[src/rtl/qspi_pkg.sv]
package qspi_pkg;
  localparam int CMD_W = 16;
  localparam int CS_N  = 4;

  localparam logic [2:0] RA_MODE = 3'd0;
  localparam logic [2:0] RA_CTRL = 3'd1;
  localparam logic [2:0] RA_WRAP = 3'd2;
  localparam logic [2:0] RA_FLAG = 3'd3;
  localparam logic [2:0] RA_PTR  = 3'd4;
  localparam logic [2:0] RA_DATA = 3'd5;

  localparam logic [1:0] RG_TX  = 2'd0;
  localparam logic [1:0] RG_RX  = 2'd1;
  localparam logic [1:0] RG_CMD = 2'd2;

  localparam int MB_EN   = 15;
  localparam int MB_CPOL = 9;
  localparam int MB_CPHA = 8;
  localparam int WB_IDLE = 7;

  typedef struct packed {
    logic       cont;
    logic       bitse;
    logic       dt;
    logic [8:0] rsvd;
    logic [3:0] sel;
  } cmd_t;

  // Divisor floor: the fastest legal setting is 2.
  function automatic logic [7:0] clamp_div(input logic [7:0] raw);
    return (raw < 8'd2) ? 8'd2 : raw;
  endfunction

  // odd = edge index is odd (trailing edge); index counts from 0.
  function automatic logic is_sample_edge(input logic cpha, input logic odd);
    return cpha ? odd : !odd;
  endfunction

  function automatic logic is_shift_edge(input logic cpha, input logic odd,
                                         input logic first);
    return cpha ? (!odd && !first) : odd;
  endfunction
endpackage

[src/rtl/qspi_clkdiv.sv]
module qspi_clkdiv #(
  parameter int DW = 8
) (
  input  logic          clk,
  input  logic          rst_n,
  input  logic          run,
  input  logic [DW-1:0] div,
  output logic          tick
);
  logic [DW-1:0] cnt;

  assign tick = run && (cnt == div - DW'(1));

  always_ff @(posedge clk or negedge rst_n) begin
    if (!rst_n)          cnt <= '0;
    else if (!run || tick) cnt <= '0;
    else                 cnt <= cnt + DW'(1);
  end

  // Divisor never below 2, so two edges never fall in adjacent cycles.
  assert_no_back2back_R4: assert property (@(posedge clk) disable iff (!rst_n)
    tick |=> !tick);
endmodule

[src/rtl/qspi_shift.sv]
module qspi_shift import qspi_pkg::*; #(
  parameter int BITS = 8
) (
  input  logic            clk,
  input  logic            rst_n,
  input  logic            cpol,
  input  logic            cpha,
  input  logic            load,
  input  logic            run,
  input  logic            tick,
  input  logic [BITS-1:0] tx_byte,
  input  logic            sin,
  output logic            sck,
  output logic            sout,
  output logic [BITS-1:0] rx_byte,
  output logic            xfer_done
);
  localparam int EDGES = 2 * BITS;
  localparam int EW    = $clog2(EDGES);

  logic [BITS-1:0] tx_sh, rx_sh;
  logic [EW-1:0]   ecnt;
  logic            edge_now, odd_edge, first_edge;

  assign edge_now   = run && tick;
  assign odd_edge   = ecnt[0];
  assign first_edge = (ecnt == '0);
  assign xfer_done  = edge_now && (ecnt == EW'(EDGES - 1));
  assign sout       = tx_sh[BITS-1];
  assign rx_byte    = rx_sh;

  always_ff @(posedge clk or negedge rst_n) begin
    if (!rst_n) begin
      sck   <= 1'b0;
      tx_sh <= '0;
      rx_sh <= '0;
      ecnt  <= '0;
    end else if (load) begin
      tx_sh <= tx_byte;
      ecnt  <= '0;
      sck   <= cpol;
    end else if (edge_now) begin
      sck  <= ~sck;
      ecnt <= ecnt + EW'(1);
      if (is_sample_edge(cpha, odd_edge))
        rx_sh <= {rx_sh[BITS-2:0], sin};
      if (is_shift_edge(cpha, odd_edge, first_edge))
        tx_sh <= {tx_sh[BITS-2:0], 1'b0};
    end else if (!run) begin
      sck <= cpol;
    end
  end
endmodule

[src/rtl/qspi_seq.sv]
module qspi_seq import qspi_pkg::*; #(
  parameter int IDX_W        = 4,
  parameter int DELAY_CYCLES = 8
) (
  input  logic             clk,
  input  logic             rst_n,
  input  logic             start,
  input  logic [IDX_W-1:0] end_idx,
  input  logic [CMD_W-1:0] cmd_word,
  input  logic             xfer_done,
  output logic [IDX_W-1:0] idx,
  output logic             load,
  output logic             run,
  output logic             store,
  output logic             finish,
  output logic             busy,
  output logic [CS_N-1:0]  cs_mask
);
  localparam int DLY_W = $clog2(DELAY_CYCLES + 1);

  typedef enum logic [2:0] {SQ_IDLE, SQ_SETUP, SQ_XFER, SQ_STORE, SQ_DELAY, SQ_GAP} sq_t;

  sq_t             st;
  logic [DLY_W-1:0] dly;
  cmd_t            cmd;
  logic            dly_last, entry_end, at_end;

  assign cmd       = cmd_t'(cmd_word);
  assign dly_last  = (st == SQ_DELAY) && (dly == DLY_W'(DELAY_CYCLES - 1));
  assign entry_end = ((st == SQ_STORE) && !cmd.dt) || dly_last;
  assign at_end    = (idx == end_idx);
  assign finish    = entry_end && at_end;
  assign load      = (st == SQ_SETUP);
  assign run       = (st == SQ_XFER);
  assign store     = (st == SQ_STORE);
  assign busy      = (st != SQ_IDLE);

  always_comb begin
    case (st)
      SQ_IDLE: cs_mask = '0;
      SQ_GAP:  cs_mask = cmd.cont ? cmd.sel : '0;
      default: cs_mask = cmd.sel;
    endcase
  end

  always_ff @(posedge clk or negedge rst_n) begin
    if (!rst_n) begin
      st  <= SQ_IDLE;
      idx <= '0;
      dly <= '0;
    end else begin
      case (st)
        SQ_IDLE:  if (start) begin idx <= '0; st <= SQ_SETUP; end
        SQ_SETUP: st <= SQ_XFER;
        SQ_XFER:  if (xfer_done) st <= SQ_STORE;
        SQ_STORE: begin
          if (cmd.dt) begin dly <= '0; st <= SQ_DELAY; end
          else if (at_end) st <= SQ_IDLE;
          else st <= SQ_GAP;
        end
        SQ_DELAY: begin
          dly <= dly + DLY_W'(1);
          if (dly_last) st <= at_end ? SQ_IDLE : SQ_GAP;
        end
        SQ_GAP: begin
          idx <= idx + IDX_W'(1);
          st  <= SQ_SETUP;
        end
        default: st <= SQ_IDLE;
      endcase
    end
  end

  assert_idx_bound_R2: assert property (@(posedge clk) disable iff (!rst_n)
    busy |-> (idx <= end_idx));
endmodule

[src/rtl/qspi_master.sv]
module qspi_master import qspi_pkg::*; #(
  parameter int DEPTH        = 16,
  parameter int DELAY_CYCLES = 8
) (
  input  logic            clk,
  input  logic            rst_n,
  input  logic            reg_en,
  input  logic            reg_we,
  input  logic [2:0]      reg_addr,
  input  logic [15:0]     reg_wdata,
  output logic [15:0]     reg_rdata,
  output logic            spi_sck,
  output logic            spi_sout,
  input  logic            spi_sin,
  output logic [CS_N-1:0] spi_cs
);
  localparam int IDX_W = $clog2(DEPTH);

  logic [15:0]      mode_q;
  logic             go_q, idle_q, done_q;
  logic [IDX_W-1:0] end_q;
  logic [5:0]       ptr_q;

  logic [CMD_W-1:0] cmd_mem [DEPTH];
  logic [7:0]       tx_mem  [DEPTH];
  logic [7:0]       rx_mem  [DEPTH];

  logic             wr_hit, data_hit, start_pulse, flag_clr;
  logic [1:0]       region;
  logic [IDX_W-1:0] slot;

  logic [IDX_W-1:0] seq_idx;
  logic             seq_load, seq_run, seq_store, seq_finish, seq_busy;
  logic [CS_N-1:0]  seq_mask;
  logic             div_tick, xfer_done;
  logic [7:0]       rx_byte, div_eff;

  assign wr_hit      = reg_en && reg_we;
  assign data_hit    = reg_en && (reg_addr == RA_DATA);
  assign region      = ptr_q[5:4];
  assign slot        = ptr_q[IDX_W-1:0];
  assign start_pulse = wr_hit && (reg_addr == RA_CTRL) && reg_wdata[15]
                       && mode_q[MB_EN] && !go_q;
  assign flag_clr    = wr_hit && (reg_addr == RA_FLAG) && reg_wdata[0];
  assign div_eff     = clamp_div(mode_q[7:0]);

  always_ff @(posedge clk or negedge rst_n) begin
    if (!rst_n) begin
      mode_q <= '0;
      go_q   <= 1'b0;
      idle_q <= 1'b1;
      done_q <= 1'b0;
      end_q  <= '0;
      ptr_q  <= '0;
    end else begin
      if (wr_hit && reg_addr == RA_MODE) mode_q <= reg_wdata;
      if (wr_hit && reg_addr == RA_WRAP) begin
        idle_q <= reg_wdata[WB_IDLE];
        end_q  <= reg_wdata[IDX_W-1:0];
      end
      if (wr_hit && reg_addr == RA_PTR) ptr_q <= reg_wdata[5:0];
      else if (data_hit)                ptr_q <= ptr_q + 6'd1;
      if (start_pulse)     go_q <= 1'b1;
      else if (seq_finish) go_q <= 1'b0;
      if (seq_finish)    done_q <= 1'b1;
      else if (flag_clr) done_q <= 1'b0;
    end
  end

  always_ff @(posedge clk) begin
    if (wr_hit && reg_addr == RA_DATA) begin
      if (region == RG_TX)       tx_mem[slot]  <= reg_wdata[7:0];
      else if (region == RG_CMD) cmd_mem[slot] <= reg_wdata;
    end
    if (seq_store) rx_mem[seq_idx] <= rx_byte;
  end

  always_comb begin
    case (reg_addr)
      RA_MODE: reg_rdata = mode_q;
      RA_CTRL: reg_rdata = {go_q, 15'd0};
      RA_WRAP: reg_rdata = 16'({idle_q, 3'd0, 4'(end_q)});
      RA_FLAG: reg_rdata = {15'd0, done_q};
      RA_PTR:  reg_rdata = {10'd0, ptr_q};
      RA_DATA: begin
        case (region)
          RG_TX:   reg_rdata = {8'd0, tx_mem[slot]};
          RG_RX:   reg_rdata = {8'd0, rx_mem[slot]};
          RG_CMD:  reg_rdata = cmd_mem[slot];
          default: reg_rdata = '0;
        endcase
      end
      default: reg_rdata = '0;
    endcase
  end

  assign spi_cs = {CS_N{idle_q}} ^ seq_mask;

  qspi_seq #(.IDX_W(IDX_W), .DELAY_CYCLES(DELAY_CYCLES)) seq_i (
    .clk(clk), .rst_n(rst_n), .start(start_pulse), .end_idx(end_q),
    .cmd_word(cmd_mem[seq_idx]), .xfer_done(xfer_done), .idx(seq_idx),
    .load(seq_load), .run(seq_run), .store(seq_store), .finish(seq_finish),
    .busy(seq_busy), .cs_mask(seq_mask)
  );

  qspi_clkdiv #(.DW(8)) div_i (
    .clk(clk), .rst_n(rst_n), .run(seq_run), .div(div_eff), .tick(div_tick)
  );

  qspi_shift #(.BITS(8)) shift_i (
    .clk(clk), .rst_n(rst_n), .cpol(mode_q[MB_CPOL]), .cpha(mode_q[MB_CPHA]),
    .load(seq_load), .run(seq_run), .tick(div_tick), .tx_byte(tx_mem[seq_idx]),
    .sin(spi_sin), .sck(spi_sck), .sout(spi_sout), .rx_byte(rx_byte),
    .xfer_done(xfer_done)
  );

  assert_go_clear_R6: assert property (@(posedge clk) disable iff (!rst_n)
    seq_finish |=> !go_q);
  assert_done_hold_R6: assert property (@(posedge clk) disable iff (!rst_n)
    (done_q && !flag_clr) |=> done_q);
  assert_cs_idle_after_R7: assert property (@(posedge clk) disable iff (!rst_n)
    $rose(done_q) |-> (spi_cs == {CS_N{idle_q}}));
  assert_sck_rest_R3: assert property (@(posedge clk) disable iff (!rst_n)
    $fell(seq_busy) |-> (spi_sck == mode_q[MB_CPOL]));
endmodule

[config.mk]
export PLATFORM = sky130hd
export DESIGN_NAME = qspi_master
export DESIGN_NICKNAME = d
export VERILOG_FILES = /design/src/rtl/qspi_pkg.sv /design/src/rtl/qspi_clkdiv.sv /design/src/rtl/qspi_shift.sv /design/src/rtl/qspi_seq.sv /design/src/rtl/qspi_master.sv
export SDC_FILE = /design/constraint.sdc
export NUM_CORES = 1
export LEC_CHECK = 0
export CAP_MARGIN = 30
export CORE_MARGIN = 2
export CORE_UTILIZATION = 57
export DETAILED_ROUTE_END_ITERATION = 16
export GPL_ROUTABILITY_DRIVEN = 0
export PLACE_DENSITY_LB_ADDON = 0.2
export SLEW_MARGIN = 20
export SYNTH_ARGS = -nofsm -noshare
export SYNTH_HDL_FRONTEND = slang
export SYNTH_HIERARCHICAL = 1
export SYNTH_SLANG_ARGS = --single-unit
[constraint.sdc]
create_clock -name clk -period 3 [get_ports clk]
set_input_delay 0.6 -clock clk [delete_from_list [all_inputs] [get_ports clk]]
set_output_delay 0.6 -clock clk [all_outputs]
set_load 0.05 [all_outputs]
; ---- After elaboration in Yosys (flattened, before gate mapping)
; Memories as Yosys holds them, arrays and structs flattened.
; Index checks and enable logic that the tools add are counted.
[totals]
regBits = 69
wordCells = 131
mem_bits_ro = 0
latch_bits = 0
out_inout_bits = 22
memories = 3
input_bits = 24
mem_bits_rw = 512
[memory_table]
columns = name, words, word_bits, read_ports, rd_clocked_by_memory_dff, write_ports, line_no
row1 = cmd_mem, 16, 16, 2, 0, 1, qspi_master.sv:24  ; logic [CMD_W-1:0] cmd_mem [DEPTH];
row2 = rx_mem, 16, 8, 1, 0, 1, qspi_master.sv:26  ; logic [7:0] rx_mem [DEPTH];
row3 = tx_mem, 16, 8, 2, 0, 1, qspi_master.sv:25  ; logic [7:0] tx_mem [DEPTH];
[op_classes]
n_eq_ne = 21
n_reduce_logical = 42
shifts = 0
mul = 0
n_mux = 41
bitwise_logic = 3
n_addsub = 6
magnitude_cmp = 1
n_div = 0
[ops]
columns = cell, n
row1 = 16-bit case mux with 6 select lines, 1
row2 = 16-bit case mux with 3 select lines, 1
row3 = 8-bit two-way mux, 5
row4 = 4-bit case mux with 2 select lines, 3
row5 = 4-bit two-way mux, 5
row6 = 1-bit logical AND, 19
row7 = 1-bit two-way mux, 18
row8 = 3-bit case mux with 6 select lines, 1
row9 = 3-bit two-way mux, 5
row10 = 2-bit nonzero test, 7
row11 = "4-bit by 1-bit adder with 4-bit output, second input constant", 3
row12 = "3-bit by 2-bit equality test with 1-bit output, second input constant", 4
row13 = "3-bit equality test, second input constant", 4
row14 = 6-bit two-way mux, 2
row15 = "8-bit by 1-bit adder with 8-bit output, second input constant", 1
row16 = 8-bit equality test, 1
row17 = "8-bit by 2-bit less-than comparator with 1-bit output, second input constant", 1
row18 = "8-bit by 1-bit subtractor with 8-bit output, second input constant", 1
row19 = "6-bit by 1-bit adder with 6-bit output, second input constant", 1
row20 = "3-bit by 1-bit equality test with 1-bit output, second input constant", 2
row21 = 3-bit logical NOT, 2
row22 = 2-bit AND reduction, 3
row23 = 3-bit AND reduction, 2
row24 = 1-bit logical NOT, 5
row25 = other kinds (13), 17

; ---- Longest topological paths before layout
[logic_depth]
depth_word = 9
mapped_depth = 17

; ---- Hierarchy
; Netlist, hierarchy kept.
[modules_own_cells]
columns = module, cells_per_inst, seq_area_each_um2, area_per_inst_um2, instances
row1 = qspi_master, 1261, 16101.7, 24433.4, 1
row2 = qspi_shift, 95, 525.5, 1062.3, 1
row3 = qspi_seq, 87, 275.3, 745.7, 1
row4 = qspi_clkdiv, 77, 200.2, 701.9, 1

; ---- Least setup slack after synthesis
; OpenSTA, ideal clock, no wires.
[synth_path]
path_type = flip-flop to output port
from = register seq_i.idx[0]
to = output port spi_cs[0]
stages_incl_launch_ff = 10
slack_ns = -0.721
arrival_time_ns = 3.121
cell_sequence = dfrtp_1 > clkbuf_1 > buf_6 > buf_4 > mux4_2 > mux4_2 > nand3b_1 > a21oi_1 > nor2b_1 > xor2_1
[synth_via]
elab_chain_cells = 4
[synth_lines]
columns = element, line_no
row1 = from (decl), qspi_seq.sv:11  ; output logic [IDX_W-1:0] idx,
row2 = from (signal assigned), qspi_seq.sv:66  ; idx <= idx + IDX_W'(1);
row3 = memory read 16 x 16 bit *, --
row4 = 4-bit two-way mux, qspi_seq.sv:41  ; SQ_GAP: cs_mask = cmd.cont ? cmd.sel : '0;
row5 = 4-bit case mux with 2 select lines *, qspi_seq.sv:39  ; case (st)
row6 = named net seq_mask[0], qspi_master.sv:34  ; logic [CS_N-1:0] seq_mask;
row7 = 4-bit XOR *, qspi_master.sv:97  ; assign spi_cs = {CS_N{idle_q}} ^ seq_mask;
row8 = to (decl), qspi_master.sv:15  ; output logic [CS_N-1:0] spi_cs
; Mark *: on every way through the listed nets, which the timed path passes. The rest lies on a longest branch.

; ---- Worst setup path after layout
; Same ends and word-level chain as after synthesis.

==> impl_metrics.py <==
metrics = {
    "sta": {
        "finalHoldViolCount": 5,
        "drv_slew": 9,
        "final.setup_skew_ps": 23.9,
        "max_freq_mhz": 278,
        "rsz0062_at_grt": "yes",
        "setup_violations": 23,
        "finalCriticalPeriod_ps": 3590,
        "fin_crit_sh": 1.20,
        "fin_hold_ws_ps": -9.18,
        "slew_headroom": -0.0192,
        "worst_slack_ps": -593,
        "worstMarginPinSlew_ps": 1520,
    },
    "setup_path": {
        "arrival_ps": 2990,
        "path_class": "register to output port",
        "cp_max_fo": 10,
        "cp_top_family": "multiplexers",
        "cp_common_cell": "mux4_2",
        "worst-path-buf-inv": 3,
        "critPathRequiredTime_ps": 2400,
        "crit_chain": "buf_4 -> buf_6 -> mux4_2 -> mux4_2 -> nor2b_4 -> xor2_4 -> buf_12",
        "endpoint_kind": "output port",
        "cpPeakStageDelay_ps": 550,
        "cp_slowest_cell": "mux4_2",
        "crit_path_start_kind": "register",
    },
    "clock_network": {
        "cts_root_buf": "clkbuf_16",
        "clk_pin_slew_ps": 60,
        "clock_path_buffers": 3,
        "htree_num_levels": 2,
        "postCtsHoldBufs": 0,
        "clock-sinks": 581,
        "cts_tree": "yes",
        "clk_latency_ps": 610,
        "cts_inserted_buffers": 56,
    },
    "routing": {
        "routed_wl_mm": 67.1,
        "drc": 0,
        "ant_nets": 0,
        "vias_per_cell": 6.53,
        "drtPass1Iterations": 5,
        "via_count": 15400,
        "drt_iter0_drc": 1991,
        "routedWlPerCell_um": 28.6,
    },
    "min_path": {
        "hp-class": "input pin to asynchronous set/reset pin",
    },
    "power": {
        "powerDensity_nw_per_um2": 748,
        "irDropWorstVdd_mv": 0.552,
        "p_leak_nw": 11.0,
    },
    "grt": {
        "grt_pass1_vias": 15500,
        "grt_util_met2": 0.451,
        "met3_usage": 0.0742,
        "grt_overflow_total": 0,
        "grt_max_degree": 47,
        "grt_pass1_wl_mm": 98.3,
        "grtUsageMet1": 0.401,
        "grt-busiest-layer": "met2",
        "antenna_found_initial": 2,
        "grt.total_usage": 0.288,
    },
    "synthesis": {
        "synthesis.area_um2": 25800,
        "syn_avg_cell_area_um2": 17.6,
        "synth_fp_nets": 1503,
        "yosysWarnings": 6,
        "synthCells": 1469,
    },
    "floorplan": {
        "core_area_um2": 44400,
        "fp.dieW_um": 217,
        "rows": 77,
        "die_h_um": 217,
        "die_area_um2": 47000,
        "start_util": 0.581,
        "ios": 46,
    },
    "finish": {
        "layout_common_cells": "512 x edfxtp_1, 178 x buf_4, 165 x mux4_2",
        "layout.nets": 1749,
        "num-fill-cells": 2648,
        "mostFrequentLayoutCell": "edfxtp_1",
        "synthToLayoutAreaGrowth_pct": 23.3,
        "finalNonFillerCells": 2350,
        "drive_above_1_share": 0.400,
        "diodes": 0,
    },
    "run": {
        "cap_viol_max_count": 1,
    },
    "place": {
        "dp.cells": 2202,
        "portBuffers": 45,
        "dp_hpwl_mm": 43.8,
    },
    "run_status": {
        "status": "finished with violations",
        "failed_checks": "negative hold slack, max-capacitance violations, max-slew violations, negative setup slack",
    },
}
[cell type report]
| class | instances | area [um2] | area share |
|---|---|---|---|
| flip-flops and latches | 581 | 17100 | 0.538 |
| multi-input cells | 762 | 8870 | 0.279 |
| repair buffers | 295 | 3160 | 0.0994 |
| clock buffers | 68 | 1500 | 0.0470 |
| well taps | 592 | 741 | 0.0233 |
| clock inverters | 33 | 369 | 0.0116 |
| inverters | 19 | 71.3 | 0.00224 |
[flip-flops by register name, summed over array words and instances (netlist names), 6 cells and up]
signal / count
cmd_mem: 256
shift_i/rx_byte: 8
tx_mem: 128
mode_q: 16
div_i/cnt: 8
rx_mem: 128
ptr_q: 6
shift_i/tx_sh: 8
[through the flow]
| stage | area (um2) | TNS [ps] | total power, W | utilization | setup slack [ps] |
|---|---|---|---|---|---|
| after floorplan | 25900 | -2360 | 0.0134 | - | -213 |
| after global placement | 28700 | -1180 | 0.0155 | 0.646 | -112 |
| after detailed placement | 28700 | -2420 | 0.0156 | 0.646 | -178 |
| after CTS | 31500 | -10760 | 0.0236 | 0.708 | -647 |
| after global routing | 31800 | -13540 | 0.0246 | 0.717 | -684 |
| final | 31800 | -10620 | 0.0238 | 0.717 | -593 |
[power breakdown]
part | internal (W) | leakage (nW) | switching, W
Clock | 0.00416 | 0.910 | 0.00302
Sequential | 0.00903 | 5.57 | 0.000336
Combinational | 0.00358 | 4.51 | 0.00369
[timing repair]
action,CTS,global route
resized for setup,135,70
setup endpoints to repair,39,41
buffers inserted,32,21
gates cloned,3,1
pin swaps,43,52
[routing by layer]
layer	vias up	share of wire
li1	6459	-
met1	7906	0.39
met2	843	0.48
met3	144	0.099
met4	4	0.032
met5	-	0.00045
[final timing paths]
| path | end | start | depth (start not counted) | slack [ps] |
|---|---|---|---|---|
| min in group clk | seq_i/dly[3]$_DFFE_PN0P_ | seq_i/dly[3]$_DFFE_PN0P_ | 1 | 490 |
| max in group asynchronous | idle_q$_DFFE_PN1P_ | rst_n | 2 | 2250 |
| setup reg to reg | shift_i/rx_byte[7]$_DFFE_PN0P_ | mode_q[3]$_DFFE_PN0P_ | 12 | -10 |
| hold / removal | seq_i/dly[3]$_DFFE_PN0P_ | rst_n | 1 | -9 |
| setup / recovery | spi_cs[0] | seq_i/idx[0]$_DFFE_PN0P_ | 7 | -590 |
| hold reg to reg | seq_i/dly[3]$_DFFE_PN0P_ | seq_i/dly[3]$_DFFE_PN0P_ | 1 | 490 |
(Power assumes the default switching activity.)
